--- config.mk ---
export PLATFORM = sky130hd
export DESIGN_NAME = devirq_ctrl
export DESIGN_NICKNAME = d
export VERILOG_FILES = /design/src/rtl/devirq_pkg.sv /design/src/rtl/devirq_cmd_track.sv /design/src/rtl/devirq_pend.sv /design/src/rtl/devirq_pin.sv /design/src/rtl/devirq_ctrl.sv
export SDC_FILE = /design/constraint.sdc
export NUM_CORES = 1
export LEC_CHECK = 0
export BUFFER_PORTS_ARGS = -buffer_cell sky130_fd_sc_hd__buf_2
export CAP_MARGIN = 15
export CORE_AREA = 5 5 42 44
export DETAILED_ROUTE_END_ITERATION = 6
export DIE_AREA = 0 0 47 49
export GPL_TIMING_DRIVEN = 0
export PLACE_DENSITY = 0.37
export SLEW_MARGIN = 30
export SYNTH_ARGS = -nofsm -noshare
export SYNTH_HDL_FRONTEND = slang
export SYNTH_SLANG_ARGS = --single-unit
--- constraint.sdc ---
create_clock -name clk -period 1.1 [get_ports clk]
set_input_delay 0.055 -clock clk [delete_from_list [all_inputs] [get_ports clk]]
set_output_delay 0.055 -clock clk [all_outputs]
set_load 0.05 [all_outputs]
--- src/rtl/devirq_pkg.sv ---
package devirq_pkg;
   localparam int CLASS_W = 2;

   typedef enum logic [CLASS_W-1:0] {
      CLS_PIO_IN  = 2'b00,
      CLS_PIO_OUT = 2'b01,
      CLS_DMA     = 2'b10,
      CLS_NODATA  = 2'b11
   } cmd_class_e;

   function automatic logic is_pio(cmd_class_e c);
      return (c == CLS_PIO_IN) || (c == CLS_PIO_OUT);
   endfunction

   function automatic logic irq_on_done(cmd_class_e c);
      return (c == CLS_DMA) || (c == CLS_NODATA);
   endfunction
endpackage

--- src/rtl/devirq_cmd_track.sv ---
module devirq_cmd_track
   import devirq_pkg::*;
(
   input  logic               clk,
   input  logic               rst_n,
   input  logic               cmd_wr,
   input  logic [CLASS_W-1:0] cmd_class,
   input  logic               srst_set,
   input  logic               blk_start,
   input  logic               cmd_done,
   output logic               set_evt
);
   logic       active_q;
   logic       first_q;
   cmd_class_e cls_q;
   logic       blk_hit;
   logic       done_hit;

   // Events are judged against the command latched before this cycle.
   always_comb begin
      blk_hit  = active_q && blk_start && is_pio(cls_q);
      done_hit = active_q && cmd_done;
      set_evt  = (blk_hit && !(cls_q == CLS_PIO_OUT && first_q)) ||
                 (done_hit && irq_on_done(cls_q));
   end

   always_ff @(posedge clk or negedge rst_n) begin
      if (!rst_n) begin
         active_q <= 1'b0;
         first_q  <= 1'b0;
         cls_q    <= CLS_PIO_IN;
      end else if (srst_set) begin
         active_q <= 1'b0;
         first_q  <= 1'b0;
      end else if (cmd_wr) begin
         active_q <= 1'b1;
         first_q  <= 1'b1;
         cls_q    <= cmd_class_e'(cmd_class);
      end else begin
         if (blk_hit)  first_q  <= 1'b0;
         if (done_hit) active_q <= 1'b0;
      end
   end
endmodule

--- src/rtl/devirq_pend.sv ---
module devirq_pend #(
   parameter bit SET_WINS = 1'b1
) (
   input  logic clk,
   input  logic rst_n,
   input  logic set_evt,
   input  logic clr_evt,
   output logic pend
);
   logic pend_d;

   generate
      if (SET_WINS) begin : g_set_first
         always_comb pend_d = set_evt || (pend && !clr_evt);
      end else begin : g_clr_first
         always_comb pend_d = !clr_evt && (set_evt || pend);
      end
   endgenerate

   always_ff @(posedge clk or negedge rst_n) begin
      if (!rst_n) pend <= 1'b0;
      else        pend <= pend_d;
   end
endmodule

--- src/rtl/devirq_pin.sv ---
module devirq_pin #(
   parameter bit OUT_REG     = 1'b0,
   parameter bit ACTIVE_HIGH = 1'b1
) (
   input  logic clk,
   input  logic rst_n,
   input  logic pend,
   input  logic dev_sel,
   input  logic nien,
   output logic irq_line,
   output logic irq_oe
);
   localparam logic LVL_ON  = ACTIVE_HIGH;
   localparam logic LVL_OFF = !ACTIVE_HIGH;

   logic oe_d;
   always_comb oe_d = pend && dev_sel && !nien;

   generate
      if (OUT_REG) begin : g_flop
         always_ff @(posedge clk or negedge rst_n) begin
            if (!rst_n) begin
               irq_oe   <= 1'b0;
               irq_line <= LVL_OFF;
            end else begin
               irq_oe   <= oe_d;
               irq_line <= oe_d ? LVL_ON : LVL_OFF;
            end
         end
      end else begin : g_comb
         always_comb begin
            irq_oe   = oe_d;
            irq_line = oe_d ? LVL_ON : LVL_OFF;
         end
      end
   endgenerate
endmodule

--- src/rtl/devirq_ctrl.sv ---
module devirq_ctrl
   import devirq_pkg::*;
#(
   parameter int CLS_W       = 2,
   parameter bit SET_WINS    = 1'b1,
   parameter bit OUT_REG     = 1'b0,
   parameter bit ACTIVE_HIGH = 1'b1
) (
   input  logic             clk,
   input  logic             rst_n,
   input  logic             cmd_wr,
   input  logic [CLS_W-1:0] cmd_class,
   input  logic             blk_start,
   input  logic             cmd_done,
   input  logic             srst_set,
   input  logic             sts_rd,
   input  logic             dev_sel,
   input  logic             nien,
   output logic             irq_line,
   output logic             irq_oe
);
   generate
      if (CLS_W != CLASS_W) begin : g_bad_width
         $error("devirq_ctrl: CLS_W must equal the package class width");
      end
   endgenerate

   logic set_evt;
   logic clr_evt;
   logic pend;

   always_comb clr_evt = srst_set || cmd_wr || sts_rd;

   devirq_cmd_track i_track (
      .clk       (clk),
      .rst_n     (rst_n),
      .cmd_wr    (cmd_wr),
      .cmd_class (cmd_class),
      .srst_set  (srst_set),
      .blk_start (blk_start),
      .cmd_done  (cmd_done),
      .set_evt   (set_evt)
   );

   devirq_pend #(.SET_WINS(SET_WINS)) i_pend (
      .clk     (clk),
      .rst_n   (rst_n),
      .set_evt (set_evt),
      .clr_evt (clr_evt),
      .pend    (pend)
   );

   devirq_pin #(.OUT_REG(OUT_REG), .ACTIVE_HIGH(ACTIVE_HIGH)) i_pin (
      .clk      (clk),
      .rst_n    (rst_n),
      .pend     (pend),
      .dev_sel  (dev_sel),
      .nien     (nien),
      .irq_line (irq_line),
      .irq_oe   (irq_oe)
   );
endmodule

==> flow_metrics.py, run 1 <==
metrics = {
    "status": {
        "outcome": "finished clean",
    },
    "logic_synthesis": {
        "yosys.area.top_type_share_pct": 51.28,
        "ys_ff_latch": 5,
        "synthTopCellsByArea": "dfrtp_1, mux2_4, nor2_1, nor2b_4, nand2_1",
        "synth.avg_cell_area_um2": 11.09,
        "seq_area_frac_synth_pct": 51.28,
        "syn_area_um2": 244.0,
        "syn_inst": 22,
        "syn-num-nets": 33,
        "yosysTopAreaCell": "dfrtp_1",
        "yosysUniqueCellTypes": 12,
        "yosysWarnings": 0,
    },
    "sta": {
        "setup_violations": 0,
        "timing.clock.skew_ns": 0.003354,
        "fmax_ghz": 0.9662,
        "slew_violations": 0,
        "rsz0062_at_grt": "false",
        "post-route-min-period_ns": 1.035,
        "fin_setup_tns_ns": 0,
        "hold_viol_final": 0,
        "hold_ws_ns": 0.04901,
        "setup_ws_ns": 0.06502,
        "slew_headroom_pct": 82.37,
        "worstMarginPinSlew_ns": 0.2627,
        "finalCritPeriodShare_pct": 94.09,
    },
    "finish": {
        "n_antenna_cell": 0,
        "final_cell_area_um2": 376.6,
        "finish.utilization_pct": 26.88,
        "drive_gt1_share_pct": 53.85,
        "fillers": 156,
        "layout.nets": 51,
        "layout_commonest_cell": "buf_2",
        "layout_common_cells": "buf_2, dfrtp_1, nor2_1, clkbuf_4",
        "syn2layout_area_growth_pct": 54.36,
    },
    "die": {
        "die_h_um": 49,
        "design.die.area_um2": 2303,
        "die_width_um": 47,
        "start_util_pct": 17.41,
        "coreArea_um2": 1401,
        "rows": 14,
        "ios": 13,
    },
    "power_and_ir_drop": {
        "power_density_nw_per_um2": 1357,
        "peakVddDrop_mv": 0.4037,
        "p_leak_uw": 0.0001881,
    },
    "place": {
        "io_buffers": 12,
        "place_area_um2": 331.6,
        "place_congestion": 0.6753,
        "pre_cts_slack_ns": 0.2179,
        "hpwl_um": 486.6,
    },
    "setup_path": {
        "arrival_ns": 0.98,
        "critical_path_required_ns": 1.04,
        "critPathKind": "reg -> out",
        "cp_max_fo": 2,
        "start_kind": "register",
        "cp-end-kind": "primary output",
    },
    "detailed_routing": {
        "wirelength_um": 577,
        "ant_nets": 0,
        "dr.pass1.iters": 1,
        "wire_per_inst_um": 10.49,
        "vias": 212,
        "via_per_inst": 3.855,
        "drt-initial-drc-count": 0,
        "drc": 0,
    },
    "clock_network": {
        "numCtsBuffers": 3,
        "cts_setup_buffers": 0,
        "worstSkewPairLatency_ns": 0.24,
        "htree_levels": 1,
        "root_buffer": "clkbuf_4",
        "clkTransAtPathRegs_ns": 0.04,
        "cts_tree": "yes",
        "clock_sinks": 5,
        "cts.path.max_buffers": 2,
    },
    "global_routing": {
        "track_usage_pct": 5.870,
        "grt_pass1_wl_um": 890,
        "antenna_found_initial": 0,
        "first_global_vias": 212,
        "grt-ovfl-total": 0,
        "grt_max_degree": 6,
    },
    "job": {
        "cap_viol_max_count": 0,
    },
    "worst_hold_path": {
        "min_path_type": "in -> reg",
    },
}
worst paths after layout:
check	startpoint	to	slack (ns)	depth (start not counted)
setup / recovery	i_pend.pend	irq_oe	0.07	4
hold / removal	cmd_class[0]	i_track.cls_q[0]	0.05	2
setup reg to reg	i_track.cls_q[1]	i_track.first_q	0.25	2
hold reg to reg	i_track.cls_q[0]	i_track.cls_q[0]	0.51	1
max in group asynchronous	rst_n	i_pend.pend	0.80	2
min in group asynchronous	rst_n	i_track.active_q	0.16	2
flip-flops by register name (all words and copies together), names as in the netlist:
signal	flops
i_track.cls_q	2
i_track.active_q	1
i_pend.pend	1
i_track.first_q	1
synth_stat cells:
cell,count
dfrtp_1,5
nor2_1,4
nand2_1,3
mux2_4,2
a21oi_1,1
a311oi_1,1
a31oi_1,1
buf_4,1
inv_1,1
nand4b_1,1
nor2b_4,1
nor4b_1,1
logic make-up (layout without fill, tap and decap cells):
| logic type | count (synthesis) | count (layout) | share of synthesized area [%] |
|---|---|---|---|
| AOI/OAI and AO/OA | 3 | 3 | 8.205 |
| buffers and inverters | 2 | 19 | 4.615 |
| DFF | 5 | 5 | 51.28 |
| muxes | 2 | 2 | 12.31 |
| and+or+nand+nor | 10 | 10 | 23.59 |
worst max-delay path, cell delays in order, from the launching register on:
cell	delay [ns]
dfrtp_1	0.38
nand2_2	0.08
nor2_4	0.03
buf_4	0.12
buf_6	0.14
stage by stage:
step / total power [uW] / std cells
after global placement: 302.8 / 50
final: 511.1 / 55
after detailed placement: 303.8 / 50
after CTS: 524.4 / 55
after global routing: 548.5 / 55
after floorplan: 266.4 / 22
area by class of cell:
cell class              instances  area (um^2)  area share (%)
flip-flops and latches          5        125.1           33.22
multi-input cells              15        117.6           31.23
repair buffers                 13        76.32           20.27
clock buffers                   4        26.28           6.977
well taps                      16        20.02           5.316
plain buffers                   1        7.507           1.993
inverters                       1        3.754          0.9967
per-layer routing:
layer / wire [um] / vias to the layer above / GRT usage, %
met3: 98 / 2 / 4.059
met2: 235 / 11 / 6.335
li1: - / 109 / -
met5: 0 / - / 0
met4: 8 / 0 / 5.530
met1: 235 / 90 / 7.127
timing repair:
action | in CTS | in global routing
hold endpoints to repair | 5 | 0
resized for setup | 1 | 2
hold buffers | 1 | 0
setup endpoints to repair | 1 | 1
where the power goes:
part	switching, uW	internal, uW
clock network	68.3	137
registers	14.7	204
logic	38.6	48.5
total	122	389
Note: power is estimated with default switching activity, not from simulation.
==> run 2, diff against run 1 <==
==> constraint.sdc (replaced) <==
create_clock -name clk -period 1.1 [get_ports clk]
set_input_delay 0.22 -clock clk [delete_from_list [all_inputs] [get_ports clk]]
set_output_delay 0.22 -clock clk [all_outputs]
set_load 0.05 [all_outputs]
==> run 2 against run 1 <==
Global-route usage is 0.57 points higher. Non-clock buffer count is 1 higher. Cell area is 4.7% higher. Combinational power is 8.2% higher. Highest routed layer unchanged. Register-to-register slack worse by 0.10 ns. Clock skew is 0.00079 ns lower. The run now ends with negative setup slack left. Largest cell class unchanged. Total power is 1.2% higher. Critical path depth stayed put. Hold slack better by 0.15 ns. Core utilization is 1.3 points higher. Setup slack worse by 0.16 ns. Clock-buffer cell count stayed put.
==> flow_metrics.py, run 2 (synthesis gave the netlist of run 1 again) <==
metrics = {
    "status": {
        "outcome": "finished, violations left",
        "violations": "negative setup slack",
    },
    "setup_path": {
        "crit_chain": "nand2_2 -> nor2_4 -> buf_6 -> buf_8",
        "cp-end-kind": "primary output",
        "start_kind": "register",
        "cp_max_fo": 2,
        "cp_top_family": "flip-flops",
        "cp_slowest_cell": "dfrtp_1",
        "slowest_delay_ns": 0.35,
        "arrival_ns": 0.97,
        "path_buf_inv": 2,
        "critPathKind": "reg -> out",
        "critical_path_required_ns": 0.88,
    },
    "worst_hold_path": {
        "min_path_type": "in -> reg",
    },
    "global_routing": {
        "track_usage_pct": 6.436,
        "antenna_found_initial": 0,
        "grt-ovfl-total": 0,
        "first_global_vias": 263,
        "grt_pass1_wl_um": 1048,
        "grt_max_degree": 6,
    },
    "sta": {
        "fmax_ghz": 0.8369,
        "setup_ws_ns": -0.09494,
        "hold_viol_final": 0,
        "slew_headroom_pct": 84.12,
        "hold_ws_ns": 0.1941,
        "slew_violations": 0,
        "post-route-min-period_ns": 1.195,
        "timing.clock.skew_ns": 0.002568,
        "finalCritPeriodShare_pct": 108.6,
        "setup_violations": 2,
        "worstMarginPinSlew_ns": 0.2348,
        "rsz0062_at_grt": "true",
    },
    "place": {
        "pre_cts_slack_ns": 0.02175,
        "place_congestion": 0.7301,
        "io_buffers": 12,
    },
    "finish": {
        "layout_common_cells": "buf_2, dfrtp_1, nor2_1, clkbuf_4",
        "largest_register_ffs": 2,
        "top_register": "i_track.cls_q",
        "layout_commonest_cell": "buf_2",
        "finish.utilization_pct": 28.13,
        "fillers": 167,
        "drive_gt1_share_pct": 55.00,
        "syn2layout_area_growth_pct": 61.54,
        "n_antenna_cell": 0,
        "layout.nets": 52,
    },
    "detailed_routing": {
        "drc": 0,
        "via_per_inst": 3.911,
        "wirelength_um": 594,
        "dr.pass1.iters": 1,
        "ant_nets": 0,
        "wire_per_inst_um": 10.61,
        "drt-initial-drc-count": 0,
        "vias": 219,
    },
    "die": {
        "ios": 13,
        "rows": 14,
        "coreArea_um2": 1401,
        "die_h_um": 49,
        "start_util_pct": 17.41,
        "design.die.area_um2": 2303,
        "die_width_um": 47,
    },
    "clock_network": {
        "numCtsBuffers": 3,
        "worstSkewPairLatency_ns": 0.23,
        "cts_tree": "yes",
        "clock_sinks": 5,
        "cts.path.max_buffers": 2,
        "clkTransAtPathRegs_ns": 0.04,
        "htree_levels": 1,
        "root_buffer": "clkbuf_4",
    },
    "job": {
        "cap_viol_max_count": 0,
    },
    "power_and_ir_drop": {
        "design_power_total_uw": 517.3,
        "p_leak_uw": 0.0001951,
        "peakVddDrop_mv": 0.5726,
        "power_density_nw_per_um2": 1312,
    },
}
run 2: changes by cell type in the layout (fill, tap and decap cells not counted):
cell   previous run  this run
buf_8             0         1
buf_4             1         2
buf_2            11        10
run 2: through the flow:
stage	area, um^2	instances	setup TNS, ns
2_1_floorplan	257.7	22	-0.02548
3_3_place_gp	337.8	50	0
3_5_place_dp	337.8	50	0
4_1_cts	386.6	55	-0.2027
5_1_grt	394.1	56	-0.2670
6_report	394.1	56	-0.1629
run 2: final cells by class:
| cell class | instances | area, um^2 | area share, % |
|---|---|---|---|
| clock buffer | 4 | 26.28 | 6.667 |
| inverter | 1 | 3.754 | 0.9524 |
| timing repair buffer | 14 | 90.09 | 22.86 |
| multi-input combinational | 15 | 117.6 | 29.84 |
| sequential | 5 | 125.1 | 31.75 |
| tap | 16 | 20.02 | 5.079 |
| buffer | 1 | 11.26 | 2.857 |
run 2: what timing repair did:
| action | CTS | global route |
|---|---|---|
| buffers inserted | 0 | 1 |
| pin swaps | 1 | 0 |
| setup endpoints to repair | 2 | 2 |
| hold buffers | 1 | 0 |
| gates resized for setup | 4 | 0 |
| hold endpoints to repair | 5 | 0 |
run 2: layer usage:
metal  GRT usage [%]  routed length, um  part of all wire, %
met5               0                  0                    0
met4           5.530                  4                 0.67
met3           2.214                 66                   11
met2           9.050                289                   49
met1           7.350                235                   40
run 2: path summary, 6_finish.rpt:
path                                  start         endpoint  slack (ns)  cells past startpoint
max                             i_pend.pend           irq_oe       -0.09                      4
min                               blk_start  i_track.first_q        0.19                      2
max reg2reg                     i_pend.pend      i_pend.pend        0.15                      4
min reg2reg                i_track.active_q  i_track.first_q        0.53                      1
max in group asynchronous             rst_n      i_pend.pend        0.63                      2
min in group asynchronous             rst_n  i_track.first_q        0.33                      2
run 2: report_power, final:
part	switching [uW]	internal, uW	leakage, uW
clock	66.9	137	0.0000150
combinational	39.4	54.8	0.000118
sequential	15.3	204	0.0000621
==> run 3, diff against run 2 <==
--- a/config.mk
+++ b/config.mk
@@ -12,6 +12,7 @@
 export DIE_AREA = 0 0 47 49
 export GPL_TIMING_DRIVEN = 0
 export PLACE_DENSITY = 0.37
+export REMOVE_ABC_BUFFERS = 1
 export SLEW_MARGIN = 30
 export SYNTH_ARGS = -nofsm -noshare
 export SYNTH_HDL_FRONTEND = slang
==> run 3 against run 2 <==
The flow still finishes with violations (negative setup slack). Fmax up 0.85%. Die area unchanged. Critical path depth down 1. Hold slack worse by 0.011 ns. Critical endpoint is now irq_line. Routed wire length down 4.0%. Largest cell class unchanged.
==> flow_metrics.py, run 3 (synthesis gave the netlist of run 1 again) <==
metrics = {
    "clock_network": {
        "clock_sinks": 5,
        "root_buffer": "clkbuf_4",
        "worstSkewPairLatency_ns": 0.24,
        "numCtsBuffers": 3,
        "clkTransAtPathRegs_ns": 0.04,
        "htree_levels": 1,
        "cts_tree": "yes",
        "cts.path.max_buffers": 2,
    },
    "place": {
        "place_congestion": 0.6589,
        "io_buffers": 12,
        "pre_cts_slack_ns": 0.1234,
        "hpwl_um": 460.3,
    },
    "detailed_routing": {
        "ant_nets": 0,
        "wire_per_inst_um": 10.56,
        "drt-initial-drc-count": 0,
        "drc": 0,
        "via_per_inst": 4.130,
        "dr.pass1.iters": 1,
        "vias": 223,
        "wirelength_um": 570,
    },
    "finish": {
        "multi_input_area_um2": 110.1,
        "n_antenna_cell": 0,
        "top_register": "i_track.cls_q",
        "drive_gt1_share_pct": 50.00,
        "layout_common_cells": "buf_2, dfrtp_1, nand2_1, nor2_1, clkbuf_4",
        "syn2layout_area_growth_pct": 50.77,
        "layout.nets": 50,
        "regArea_um2": 125.1,
        "fillers": 159,
        "largest_register_ffs": 2,
        "layout_commonest_cell": "buf_2",
    },
    "setup_path": {
        "reg2reg_depth": 3,
        "critical_path_required_ns": 0.88,
        "slowest_delay_ns": 0.34,
        "cp_slowest_cell": "dfrtp_1",
        "critPathKind": "reg -> out",
        "reg2reg_from": "i_pend.pend",
        "arrival_ns": 0.96,
        "cp_max_fo": 2,
        "start_kind": "register",
        "regToRegEndpoint": "i_pend.pend",
        "cp-end-kind": "primary output",
        "reg2reg_slack_ns": 0.29,
        "crit_chain": "nand2_1 -> nor2_2 -> buf_6",
    },
    "global_routing": {
        "first_global_vias": 237,
        "antenna_found_initial": 0,
        "track_usage_pct": 5.654,
        "grt_pass1_wl_um": 883,
        "grt-ovfl-total": 0,
        "grt_max_degree": 6,
    },
    "power_and_ir_drop": {
        "power_density_nw_per_um2": 1410,
        "p_leak_uw": 0.0001824,
        "peakVddDrop_mv": 0.5119,
        "design_power_total_uw": 518.7,
    },
    "worst_hold_path": {
        "holdPathStages": 2,
        "min_path_type": "in -> reg",
        "min_from": "blk_start",
        "min_to": "i_track.first_q",
    },
    "die": {
        "coreArea_um2": 1401,
        "rows": 14,
        "die_h_um": 49,
        "start_util_pct": 17.41,
        "die_width_um": 47,
        "ios": 13,
        "design.die.area_um2": 2303,
    },
    "sta": {
        "setup_ws_ns": -0.08486,
        "fmax_ghz": 0.8440,
        "setup_violations": 2,
        "hold_viol_final": 0,
        "timing.clock.skew_ns": 0.0007378,
        "worstMarginPinSlew_ns": 0.2364,
        "rsz0062_at_grt": "true",
        "finalCritPeriodShare_pct": 107.7,
        "slew_headroom_pct": 84.02,
        "post-route-min-period_ns": 1.185,
        "slew_violations": 0,
    },
    "status": {
        "violations": "negative setup slack",
        "outcome": "finished, violations left",
    },
    "job": {
        "cap_viol_max_count": 0,
    },
}
[run 3: worst max path at each step]
stage                             to  cells past startpoint   startpoint
floorplan                   irq_line                      2  i_pend.pend
global placement    i_track.cls_q[1]                      3       cmd_wr
detailed placement          irq_line                      3  i_pend.pend
CTS                         irq_line                      3  i_pend.pend
global route                irq_line                      3  i_pend.pend
finish                      irq_line                      3  i_pend.pend
[run 3: layer usage]
layer  vias to the layer above  routed length (um)  GRT usage (%)
met3                         2                  71          2.583
met4                         0                  17          5.530
met5                         -                   0              0
li1                        108                   -              -
met1                       100                 256          6.222
met2                        13                 225          7.466
[run 3: through the flow]
stage               std cells  util [%]  hold slack [ns]  instance area (um^2)  setup TNS [ns]
floorplan                  21         -         -0.07559                 236.5          -1.474
global placement           49     22.59          0.04366                 316.6               0
detailed placement         49     22.59          0.04492                 316.6               0
CTS                        54     26.25           0.1776                 367.9         -0.1630
global route               54     26.25           0.1842                 367.9         -0.2065
finish                     54     26.25           0.1835                 367.9         -0.1693
[run 3: cell type report]
class | instances | area share, %
flip-flops and latches | 5 | 34.01
multi-input cells | 15 | 29.93
repair buffers | 13 | 22.45
clock buffers | 4 | 7.143
well taps | 16 | 5.442
inverters | 1 | 1.020
[run 3: timing repair]
item                                    CTS  global route
cloned                                    0             0
gates resized for setup                   5             0
hold buffers                              1             0
endpoints found under the setup margin    2             2
endpoints found under the hold margin     5             0
buffers inserted                          0             0
[run 3: where the power goes]
part	internal, uW	switching (uW)	leakage, uW
registers	204	13.7	0.0000621
clock network	137	79.5	0.0000150
logic	47.7	36.3	0.000105
[run 3: critical path, delay by kind of cell, from the launching register on]
kind | cells | cell delay, ns
DFF | 1 | 0.34
buffers and inverters | 1 | 0.18
and+or+nand+nor | 2 | 0.21
